### src/rtl/rsf_pkg.sv
package rsf_pkg;
  localparam int ADDR_BYTES     = 6;
  localparam int FRAME_OVERHEAD = 18;
  localparam int LEN_W          = 16;
  localparam int FILT_EN_BIT    = 28;
  localparam logic [15:0] MIN_LEN_RST = 16'd64;
  localparam logic [15:0] MAX_PAY_RST = 16'd1500;

  typedef enum logic [1:0] {
    SEL_ADDR_LO = 2'd0,
    SEL_ADDR_HI = 2'd1,
    SEL_CTRL    = 2'd2,
    SEL_LEN     = 2'd3
  } cfg_sel_e;

  typedef struct packed {
    logic [8*ADDR_BYTES-1:0] station;
    logic                    filt_en;
    logic [LEN_W-1:0]        min_len;
    logic [LEN_W-1:0]        max_pay;
  } filt_cfg_t;
endpackage

### src/rtl/rsf_cfg.sv
module rsf_cfg
  import rsf_pkg::*;
(
  input  logic        clk,
  input  logic        rst_n,
  input  logic        cfg_we,
  input  logic [1:0]  cfg_sel,
  input  logic [31:0] cfg_wdata,
  input  logic        busy,
  output filt_cfg_t   act
);
  logic [31:0] lo_q, lo_d;
  logic [15:0] hi_q, hi_d;
  logic        en_q, en_d;
  logic [31:0] len_q, len_d;
  filt_cfg_t   act_q;

  // Shadow words merged with this cycle's write
  always_comb begin
    lo_d  = lo_q;
    hi_d  = hi_q;
    en_d  = en_q;
    len_d = len_q;
    if (cfg_we) begin
      unique case (cfg_sel_e'(cfg_sel))
        SEL_ADDR_LO: lo_d  = cfg_wdata;
        SEL_ADDR_HI: hi_d  = cfg_wdata[31:16];
        SEL_CTRL:    en_d  = cfg_wdata[FILT_EN_BIT];
        SEL_LEN:     len_d = cfg_wdata;
        default:     ;
      endcase
    end
  end

  always_ff @(posedge clk or negedge rst_n) begin
    if (!rst_n) begin
      lo_q  <= '0;
      hi_q  <= '0;
      en_q  <= 1'b0;
      len_q <= {MIN_LEN_RST, MAX_PAY_RST};
    end else begin
      lo_q  <= lo_d;
      hi_q  <= hi_d;
      en_q  <= en_d;
      len_q <= len_d;
    end
  end

  // Snapshot refreshed only between frames
  always_ff @(posedge clk or negedge rst_n) begin
    if (!rst_n) begin
      act_q <= '{station: '0, filt_en: 1'b0, min_len: MIN_LEN_RST, max_pay: MAX_PAY_RST};
    end else if (!busy) begin
      act_q <= '{station: {hi_d, lo_d}, filt_en: en_d,
                 min_len: len_d[31:16], max_pay: len_d[15:0]};
    end
  end

  assign act = act_q;
endmodule

### src/rtl/rsf_len.sv
module rsf_len
  import rsf_pkg::*;
(
  input  logic             clk,
  input  logic             rst_n,
  input  logic             beat,
  input  logic             first,
  input  logic [LEN_W-1:0] min_len,
  input  logic [LEN_W-1:0] max_pay,
  output logic [LEN_W-1:0] idx,
  output logic             len_short,
  output logic             len_long
);
  localparam logic [LEN_W-1:0] CNT_TOP = '1;
  logic [LEN_W-1:0] cnt_q;
  logic [LEN_W:0]   total;
  logic [LEN_W:0]   upper;

  assign idx       = first ? '0 : cnt_q;
  assign total     = {1'b0, idx} + (LEN_W+1)'(1);
  assign upper     = {1'b0, max_pay} + (LEN_W+1)'(FRAME_OVERHEAD);
  assign len_short = total < {1'b0, min_len};
  assign len_long  = total > upper;

  always_ff @(posedge clk or negedge rst_n) begin
    if (!rst_n)                     cnt_q <= '0;
    else if (beat && idx != CNT_TOP) cnt_q <= idx + LEN_W'(1);
    else if (beat)                   cnt_q <= idx;
  end

  // the byte counter holds at its top instead of wrapping
  p_len_no_wrap_r7: assert property (@(posedge clk) disable iff (!rst_n)
    (beat && !first && cnt_q == CNT_TOP) |=> cnt_q == CNT_TOP);
endmodule

### src/rtl/rsf_addr.sv
module rsf_addr
  import rsf_pkg::*;
(
  input  logic                    clk,
  input  logic                    rst_n,
  input  logic                    beat,
  input  logic                    first,
  input  logic [LEN_W-1:0]        idx,
  input  logic [7:0]              data,
  input  logic [8*ADDR_BYTES-1:0] station,
  output logic                    addr_hit
);
  localparam int SW = $clog2(ADDR_BYTES);
  localparam int NB = 1 << SW;

  logic [7:0] sta_b [NB];
  for (genvar g = 0; g < NB; g++) begin : g_byte
    if (g < ADDR_BYTES) begin : g_real
      assign sta_b[g] = station[8*g +: 8];
    end else begin : g_pad
      assign sta_b[g] = '0;
    end
  end

  logic uc_q, bc_q, uc_run, bc_run, uc_n, bc_n, in_hdr, full;
  logic [7:0] ref_b;

  assign in_hdr = idx < LEN_W'(ADDR_BYTES);
  assign full   = idx >= LEN_W'(ADDR_BYTES - 1);
  assign ref_b  = sta_b[idx[SW-1:0]];
  assign uc_run = first | uc_q;
  assign bc_run = first | bc_q;
  assign uc_n   = in_hdr ? (uc_run & (data == ref_b)) : uc_run;
  assign bc_n   = in_hdr ? (bc_run & (data == 8'hFF)) : bc_run;
  assign addr_hit = full & (uc_n | bc_n);

  always_ff @(posedge clk or negedge rst_n) begin
    if (!rst_n) begin
      uc_q <= 1'b0;
      bc_q <= 1'b0;
    end else if (beat) begin
      uc_q <= uc_n;
      bc_q <= bc_n;
    end
  end
endmodule

### src/rtl/rx_station_filter.sv
module rx_station_filter
  import rsf_pkg::*;
#(
  parameter int CNT_W = 16
) (
  input  logic             clk,
  input  logic             rst_n,
  input  logic             s_valid,
  output logic             s_ready,
  input  logic [7:0]       s_data,
  input  logic             s_first,
  input  logic             s_last,
  input  logic             cfg_we,
  input  logic [1:0]       cfg_sel,
  input  logic [31:0]      cfg_wdata,
  output logic             frame_accept,
  output logic             frame_drop,
  output logic [CNT_W-1:0] drop_addr_cnt,
  output logic [CNT_W-1:0] drop_len_cnt
);
  localparam logic [CNT_W-1:0] CNT_MAX = '1;

  filt_cfg_t        act;
  logic             in_frame_q, beat, busy, frame_end;
  logic [LEN_W-1:0] idx;
  logic             len_short, len_long, len_bad, addr_hit, addr_bad;
  logic             acc_q, drop_q, cause_len_q;
  logic [CNT_W-1:0] cnt_a_q, cnt_l_q;

  assign s_ready   = 1'b1;
  assign beat      = s_valid & (s_first | in_frame_q);
  assign busy      = in_frame_q | (s_valid & s_first);
  assign frame_end = beat & s_last;

  rsf_cfg u_cfg (
    .clk(clk), .rst_n(rst_n), .cfg_we(cfg_we), .cfg_sel(cfg_sel),
    .cfg_wdata(cfg_wdata), .busy(busy), .act(act)
  );

  rsf_len u_len (
    .clk(clk), .rst_n(rst_n), .beat(beat), .first(s_first),
    .min_len(act.min_len), .max_pay(act.max_pay),
    .idx(idx), .len_short(len_short), .len_long(len_long)
  );

  rsf_addr u_addr (
    .clk(clk), .rst_n(rst_n), .beat(beat), .first(s_first), .idx(idx),
    .data(s_data), .station(act.station), .addr_hit(addr_hit)
  );

  assign len_bad  = len_short | len_long;
  assign addr_bad = act.filt_en & ~addr_hit;

  always_ff @(posedge clk or negedge rst_n) begin
    if (!rst_n) begin
      in_frame_q  <= 1'b0;
      acc_q       <= 1'b0;
      drop_q      <= 1'b0;
      cause_len_q <= 1'b0;
    end else begin
      if (beat) in_frame_q <= ~s_last;
      acc_q       <= frame_end & ~len_bad & ~addr_bad;
      drop_q      <= frame_end & (len_bad | addr_bad);
      cause_len_q <= len_bad;
    end
  end

  always_ff @(posedge clk or negedge rst_n) begin
    if (!rst_n) begin
      cnt_a_q <= '0;
      cnt_l_q <= '0;
    end else if (drop_q) begin
      if (cause_len_q && cnt_l_q != CNT_MAX)       cnt_l_q <= cnt_l_q + CNT_W'(1);
      else if (!cause_len_q && cnt_a_q != CNT_MAX) cnt_a_q <= cnt_a_q + CNT_W'(1);
    end
  end

  assign frame_accept  = acc_q;
  assign frame_drop    = drop_q;
  assign drop_addr_cnt = cnt_a_q;
  assign drop_len_cnt  = cnt_l_q;

  p_one_verdict_r9: assert property (@(posedge clk) disable iff (!rst_n)
    !(frame_accept && frame_drop));
  p_verdict_after_last_r9: assert property (@(posedge clk) disable iff (!rst_n)
    (frame_accept || frame_drop) |-> $past(s_valid && s_last));
  p_len_cnt_no_wrap_r10: assert property (@(posedge clk) disable iff (!rst_n)
    1'b1 |=> drop_len_cnt >= $past(drop_len_cnt));
  p_addr_cnt_step_r5: assert property (@(posedge clk) disable iff (!rst_n)
    (drop_addr_cnt != $past(drop_addr_cnt)) |-> $past(frame_drop));
endmodule

### config.mk
export PLATFORM = sky130hd
export DESIGN_NAME = rx_station_filter
export DESIGN_NICKNAME = d
export VERILOG_FILES = /design/src/rtl/rsf_pkg.sv /design/src/rtl/rsf_cfg.sv /design/src/rtl/rsf_len.sv /design/src/rtl/rsf_addr.sv /design/src/rtl/rx_station_filter.sv
export SDC_FILE = /design/constraint.sdc
export NUM_CORES = 1
export LEC_CHECK = 0
export BUFFER_PORTS_ARGS = -buffer_cell sky130_fd_sc_hd__buf_2
export CAP_MARGIN = 20
export CORE_MARGIN = 2
export CORE_UTILIZATION = 40
export CTS_CLUSTER_SIZE = 24
export DETAILED_ROUTE_END_ITERATION = 16
export PLACE_DENSITY_LB_ADDON = 0.08
export SYNTH_ARGS = -nofsm -noshare
export SYNTH_HDL_FRONTEND = slang
export SYNTH_HIERARCHICAL = 1
export SYNTH_SLANG_ARGS = --single-unit
### constraint.sdc
create_clock -name clk -period 3.5 [get_ports clk]
set_input_delay 0.525 -clock clk [delete_from_list [all_inputs] [get_ports clk]]
set_output_delay 0.525 -clock clk [all_outputs]
set_load 0.1 [all_outputs]
==> results of run 1 <==
[worst paths after layout]
kind	endpoint	start	depth (start not counted)	slack (ns)
setup / recovery	frame_accept$_DFF_PN0_	u_len/cnt_q[2]$_DFFE_PN0P_	14	0.19
hold / removal	u_cfg/len_q[2]$_DFF_PN1_	cfg_wdata[2]	3	0.22
setup reg to reg	frame_accept$_DFF_PN0_	u_len/cnt_q[2]$_DFFE_PN0P_	14	0.19
hold reg to reg	u_cfg/len_q[13]$_DFF_PN0_	u_cfg/len_q[13]$_DFF_PN0_	2	0.47
max in group asynchronous	u_cfg/len_q[25]$_DFF_PN0_	rst_n	3	1.97
min in group asynchronous	drop_len_cnt[12]$_DFFE_PN0P_	rst_n	2	0.54
[layout make-up]
type	count	area, um2	share of cell area, %
Tap cell	378	473	3.59
Sequential cell	216	5430	41.2
Clock inverter	2	16.3	0.123
Inverter	35	131	0.997
Timing Repair Buffer	141	931	7.07
Clock buffer	42	769	5.84
Antenna cell	1	2.50	0.0190
Multi-Input combinational cell	718	5420	41.2
[metrics by stage]
step | hold WS [ns] | setup WS [ns] | std cells | TNS, ns
2_1_floorplan | 0.229 | -0.189 | 1018 | -0.333
3_3_place_gp | 0.453 | -0.181 | 1485 | -0.309
3_5_place_dp | 0.457 | -0.240 | 1485 | -0.460
4_1_cts | 0.191 | 0.0521 | 1531 | 0
5_1_grt | 0.214 | -0.0298 | 1532 | -0.0298
6_report | 0.216 | 0.188 | 1533 | 0
[Yosys cell counts, drive strengths merged, types with 3 or more instances]
library cell and number:
dfrtp 200, nand2 119, mux2 102, a21oi 92, nor2b 54, xor2 37
inv 35, ha 33, nor2 33, clkbuf 26, mux2i 26, xnor2 25
nand3 24, buf 23, nor3 21, nand4 19, dfstp 16, and3 12
o21ai 12, a211oi 8, nor3b 8, nor4 7, and4 6, nand2b 6
o22a 6, or2 6, a2111oi 5, o21a 5, or3 5, nand3b 4
o22ai 4, a21o 3, a31oi 3, and2 3, and3b 3, and4bb 3
mux4 3, o2111ai 3, o221ai 3, o31ai 3
[registers in the layout, indices dropped and copies added (netlist names)]
register	flops
drop_addr_cnt	16
cause_len_q	1
frame_accept	1
u_addr/bc_q	1
u_cfg/en_q	1
in_frame_q	1
u_cfg/act	81
u_cfg/lo_q	32
u_cfg/hi_q	16
frame_drop	1
drop_len_cnt	16
u_addr/uc_q	1
u_len/cnt_q	16
u_cfg/len_q	32
[cells by family after synthesis]
kind of cell    Yosys count
buf+inv                  84
fa+ha+maj                33
simple gates            338
compound gates          153
other cells               1
mux                     131
flops                   216
xor+xnor                 62
[worst min-delay path: cells and delay by family]
family | cells | cell delay [ns]
buf+inv | 1 | 0.12
simple gates | 2 | 0.09
[cells in the final DEF, fill, tap and decap left out, types with 6 or more instances in the layout]
cell type	n
dfrtp_1	199
nand2_1	119
a21oi_1	91
buf_2	80
mux2_2	71
buf_4	54
nor2b_1	48
inv_1	35
xor2_1	34
nor2_1	33
ha_1	32
mux2_4	30
mux2i_1	26
xnor2_1	25
clkbuf_16	25
nand3_1	24
nor3_1	18
nand4_1	17
dfstp_2	16
o21ai_0	12
and3_1	10
clkbuf_1	9
nor3b_1	8
clkbuf_8	8
a211oi_1	7
nand2b_1	6
o22a_1	6
[report_power, final]
| part | switching [mW] | total, mW | internal [mW] | leakage, nW |
|---|---|---|---|---|
| clock | 1.01 | 2.49 | 1.48 | 0.381 |
| combinational | 1.28 | 2.27 | 0.995 | 3.17 |
| sequential | 0.353 | 3.40 | 3.05 | 2.60 |
[timing repair]
action                     CTS  global route
resized for setup            0            11
pin swaps                    0             3
setup endpoints to repair    1             3
hold buffers                 1             0
buffers inserted             1             1
hold endpoints to repair    19             0
[layer usage]
metal	GRT usage [%]	share of wire (%)
met1	25.9	46
met2	31.9	49
met3	2.85	3.8
met4	3.49	1.2
met5	0	0
==> run summary, run 1 <==
Clk Latency, worst-skew pair = 0.53 ns
Clock Path Buffers = 3
worst endpoint required time = 3.97 ns
Total Power = 8.17 mW
Top cell by count, worst path = and3_1
Post-Synth Adder-Cell Area = 3.71%
H-tree depth = 1
MaxCap Viol Count = 0
CTS tree = yes
drt initial violations = 501
antenna viol nets, final = 0
Core Region = 27,600 um2
cell leakage power = 6.16 nW
die width = 171 um
area leader, netlist = dfrtp_1
top cells by area, synth = dfrtp_1 45%, mux2_2 7.2%, a21oi_1 4.1%
Area Growth Syn to Fin = 18.5%
final wirelength = 27,000 um
GRT Util Overall = 18.9%
CTS sink cnt = 216
Synth async-reset ratio = 100%
synth warn = 6
critical path class = flop to flop
worst path buffer plus inverter count = 1
routed length per placed instance = 17.6 um
gpl congestion = 0.841
Die Ht = 171 um
dominant combinational cell family by area after synthesis = simple AND/OR/NAND/NOR gates
Design Area, Final = 13,200 um2
CP cell instances = and3_1, nand3_1, nor3_1, buf_4, and3_1, xor2_2, ha_1, and4_1, a311o_1, nor4_2, a211oi_2, or2_4, a21oi_2, and3_1
crit path time final = 3.31 ns
I/O pins = 83
largest net degree at the start of global routing = 78
crit end category = flop
Final Net Count = 1,218
clk slew on worst S/H paths = 0.06 ns
outcome = finished, final reports clean
CP max-delay cell = dfrtp_2
actual slew at the worst max-slew pin = 0.741 ns
Max Slew Vio Count = 0
Synth top area share = 45.0%
complex-gate fraction of the synthesized area = 8.44%
slowest stage delay, CP = 0.41 ns
sequential-to-total area share from yosys stat = 48.8%
drt drc = 0
critical path's top delay family = simple AND/OR/NAND/NOR gates
drt via density = 5.12
Root Buffer Master = clkbuf_16
Post-Syn Instances = 1,018
via count = 7,846
vias in the first global route = 7,709
PD cells = 620 nW/um2
Area after DPL = 12,300 um2
Syn Nets = 1,099
fin crit share = 94.6%
Starting Density = 40.3%
Avg Synthesized Cell Area = 10.9 um2
Max VDD drop = 0.344 mV
HPWL after detailed placement = 18,900 um
Post-Synth Simple-Gate Area = 16.3%
slew margin rel. = 50.6%
TritonRoute pass-1 iters = 4
layout cells sized above 1 = 28.7%
number of synthesized flops with an enable pin = 0
FF+latch count, synth = 216
Placement Rows = 61
Setup violations, final = 0
first-pass GRT wire length = 43,100 um
Worst Setup Start Kind = flop
HP Class = input pin to flop
final core occ = 47.8%
Max Fclk = 0.302 GHz
antenna violations before repair = 1
number of buffers created by CTS = 25
mapped cell area = 11,100 um2
Fill cells = 2,601
final hold viol count = 0
Clock Skews = 0.0188 ns
Yosys cell types = 71
multiplexer share of the synthesized area = 14.3%
Critical Path AT = 3.78 ns
CP Max Fanout = 4
top_reg_cell synth = dfrtp_1
I/O Buffers = 81
xor/xnor share of the synthesized area = 4.95%
grt total ovfl = 0
die area = 29,100 um2
No activity file was read; power rests on OpenSTA's default activity.
==> run 2: changes to the inputs <==
==> constraint.sdc (replaced) <==
create_clock -name clk -period 3.5 [get_ports clk]
set_input_delay 0.35 -clock clk [delete_from_list [all_inputs] [get_ports clk]]
set_output_delay 0.35 -clock clk [all_outputs]
set_load 0.1 [all_outputs]
==> run summary, run 2 (synthesis gave the netlist of run 1 again) <==
drt drc = 0 (unchanged)
grt total ovfl = 0 (unchanged)
# placed instances = 1,470 (-1.0%)
H-tree depth = 1 (unchanged)
I/O pins = 83 (unchanged)
slew margin rel. = 34.8% (-16 points)
Comb pwr share = 26.9% (-0.9 points)
Sequential cell area = 5430 um2 (about the same)
register share of total power = 41.1% (-0.5 points)
gpl congestion = 0.828 (-1.6%)
Sw Share = 32.2% (-0.14 points)
I/O Buffers = 81 (unchanged)
Placement Rows = 61 (unchanged)
CP cell instances = nor2b_4, ha_4, nand4_4, or2_1, nor2_1, xor2_1, ha_1, a2111oi_2, nand2b_1, o21ai_0, a31oi_1, nor4_2, a211oi_2, or2_4, a21oi_2, and3_1
final hold viol count = 0 (unchanged)
Max Slew Vio Count = 0 (unchanged)
CP Max Fanout = 4 (unchanged)
first-pass GRT wire length = 42,800 um (-0.71%)
GRT Util Overall = 18.7% (-0.15 points)
worst path buffer plus inverter count = 0 (-1)
Clk Latency, worst-skew pair = 0.54 ns (about the same)
Worst Setup Start Kind = flop
Area after DPL = 12,200 um2 (-1.0%)
critical path launch point = u_len/cnt_q[0]$_DFFE_PN0P_
die area = 29,100 um2 (unchanged)
drt via density = 5.11 (about the same)
Starting Density = 40.3% (unchanged)
P_sw = 2.66 mW (+0.70%)
Design Area, Final = 13,100 um2 (-0.60%)
number of buffers created by CTS = 26 (+4.0%)
MaxCap Viol Count = 0 (unchanged)
hold_sp = cfg_wdata[3]
HP Class = input pin to flop
crit path time final = 3.29 ns (-0.0259 ns)
critical path class = flop to flop
final wirelength = 26,800 um (-0.86%)
fin crit share = 93.9% (-0.74 points)
clk slew on worst S/H paths = 0.06 ns (about the same)
antenna viol nets, final = 0 (unchanged)
CTS tree = yes
PD cells = 631 nW/um2 (+1.8%)
post-route insts no fill = 1,521 (-0.78%)
setup tns final = 0 ns (unchanged)
CTS sink cnt = 216 (unchanged)
vias in the first global route = 7,693 (-0.21%)
pre-CTS setup slack = -0.0709 ns (+0.169 ns)
outcome = finished, final reports clean
Area Growth Syn to Fin = 17.8%
drt initial violations = 457 (-8.8%)
actual slew at the worst max-slew pin = 0.975 ns (+0.235 ns)
clock network power share = 32.0% (+1.4 points)
Setup violations, final = 0 (unchanged)
slowest stage delay, CP = 0.43 ns (+0.02 ns)
max FFs per register = 81 (unchanged)
Final Net Count = 1,203 (-1.2%)
cell leakage power = 6.11 nW (-0.80%)
Clock Path Buffers = 3 (unchanged)
worst endpoint required time = 3.96 ns (about the same)
internal cell power = 5.60 mW (+1.4%)
largest net degree at the start of global routing = 83 (+6.4%)
antenna violations before repair = 2 (+1)
Max VDD drop = 0.359 mV (+4.4%)
CP max-delay cell = a2111oi_2
layout cells sized above 1 = 28.0% (-0.66 points)
Multi-input gate area = 5410 um2 (-0.21%)
Max Fclk = 0.304 GHz (+0.79%)
Clock Skews = 0.0191 ns (+0.000285 ns)
most frequent cells in the layout = 200 x dfrtp_1, 119 x nand2_1, 91 x a21oi_1, 80 x buf_2, 71 x mux2_2
Final WS setup = 0.214 ns (+0.0259 ns)
HPWL after detailed placement = 18,600 um (-1.9%)
Die Ht = 171 um (unchanged)
Critical Path AT = 3.74 ns (-0.04 ns)
most common cell after layout, fill and taps aside = dfrtp_1
RR Startpoint = u_len/cnt_q[0]$_DFFE_PN0P_
Root Buffer Master = clkbuf_16
Fill cells = 2,555 (-1.8%)
RSZ-0062 raised after global routing = false
crit end category = flop
routed length per placed instance = 17.6 um (about the same)
die width = 171 um (unchanged)
via count = 7,779 (-0.85%)
critical path's top delay family = simple AND/OR/NAND/NOR gates
TritonRoute pass-1 iters = 4 (unchanged)
Core Region = 27,600 um2 (unchanged)
R2R setup slack = 0.21 ns (+0.03 ns)
-- run 2: path summary, 6_finish.rpt --
| path | to | cells after the start |
|---|---|---|
| setup / recovery | frame_accept$_DFF_PN0_ | 16 |
| hold / removal | u_cfg/len_q[3]$_DFF_PN1_ | 3 |
| setup reg to reg | frame_accept$_DFF_PN0_ | 16 |
| hold reg to reg | u_cfg/len_q[17]$_DFF_PN0_ | 2 |
| max in group asynchronous | u_cfg/act[67]$_DFFE_PN0N_ | 3 |
| min in group asynchronous | drop_len_cnt[11]$_DFFE_PN0P_ | 2 |
-- run 2: metal layers --
layer / wire length, um / vias up / GRT usage, %
met2: 12600 / 131 / 30.9
met4: 459 / 2 / 3.98
met1: 12700 / 3823 / 26.2
li1: - / 3787 / -
met3: 1010 / 36 / 2.71
met5: 13 / - / 0
-- run 2: power by group through the flow --
stage	clock (mW)	combinational [mW]	sequential, mW
2_1_floorplan	0	1.38	3.61
3_3_place_gp	0	2.20	3.44
3_5_place_dp	0	2.21	3.45
4_1_cts	2.72	2.23	3.41
5_1_grt	2.83	2.46	3.47
6_report	2.64	2.22	3.40
-- run 2: repair_timing --
item,CTS,global route
resized for setup,0,10
buffers inserted,0,1
hold buffers,1,0
endpoints found under the hold margin,77,0
setup endpoints to repair,0,2
-- run 2: stage by stage --
| step | total power [mW] | hold WS (ns) | util [%] |
|---|---|---|---|
| after floorplan | 4.99 | 0.0544 | - |
| after global placement | 5.64 | 0.389 | 44.2 |
| after detailed placement | 5.66 | 0.381 | 44.2 |
| after CTS | 8.35 | 0.00797 | 47.4 |
| after global routing | 8.76 | 0.0231 | 47.5 |
| final | 8.26 | 0.0197 | 47.5 |
-- run 2: layout make-up --
type | count | share of cell area [%]
clock inverter | 4 | 0.172
antenna | 1 | 0.0191
multi-input combinational | 718 | 41.3
clock buffer | 44 | 6.34
timing repair buffer | 125 | 6.10
inverter | 35 | 1.00
tap | 378 | 3.61
sequential | 216 | 41.4
-- run 2: worst register-to-register path, stage by stage, from the launching register on --
cell       delay [ns]
dfrtp_1          0.37
nor2b_4          0.19
ha_4             0.16
nand4_4          0.11
or2_1            0.27
nor2_1           0.13
xor2_1           0.22
ha_1             0.31
a2111oi_2        0.43
nand2b_1         0.09
o21ai_0          0.09
a31oi_1          0.09
nor4_2           0.19
a211oi_2         0.08
or2_4            0.25
a21oi_2          0.11
and3_1           0.15
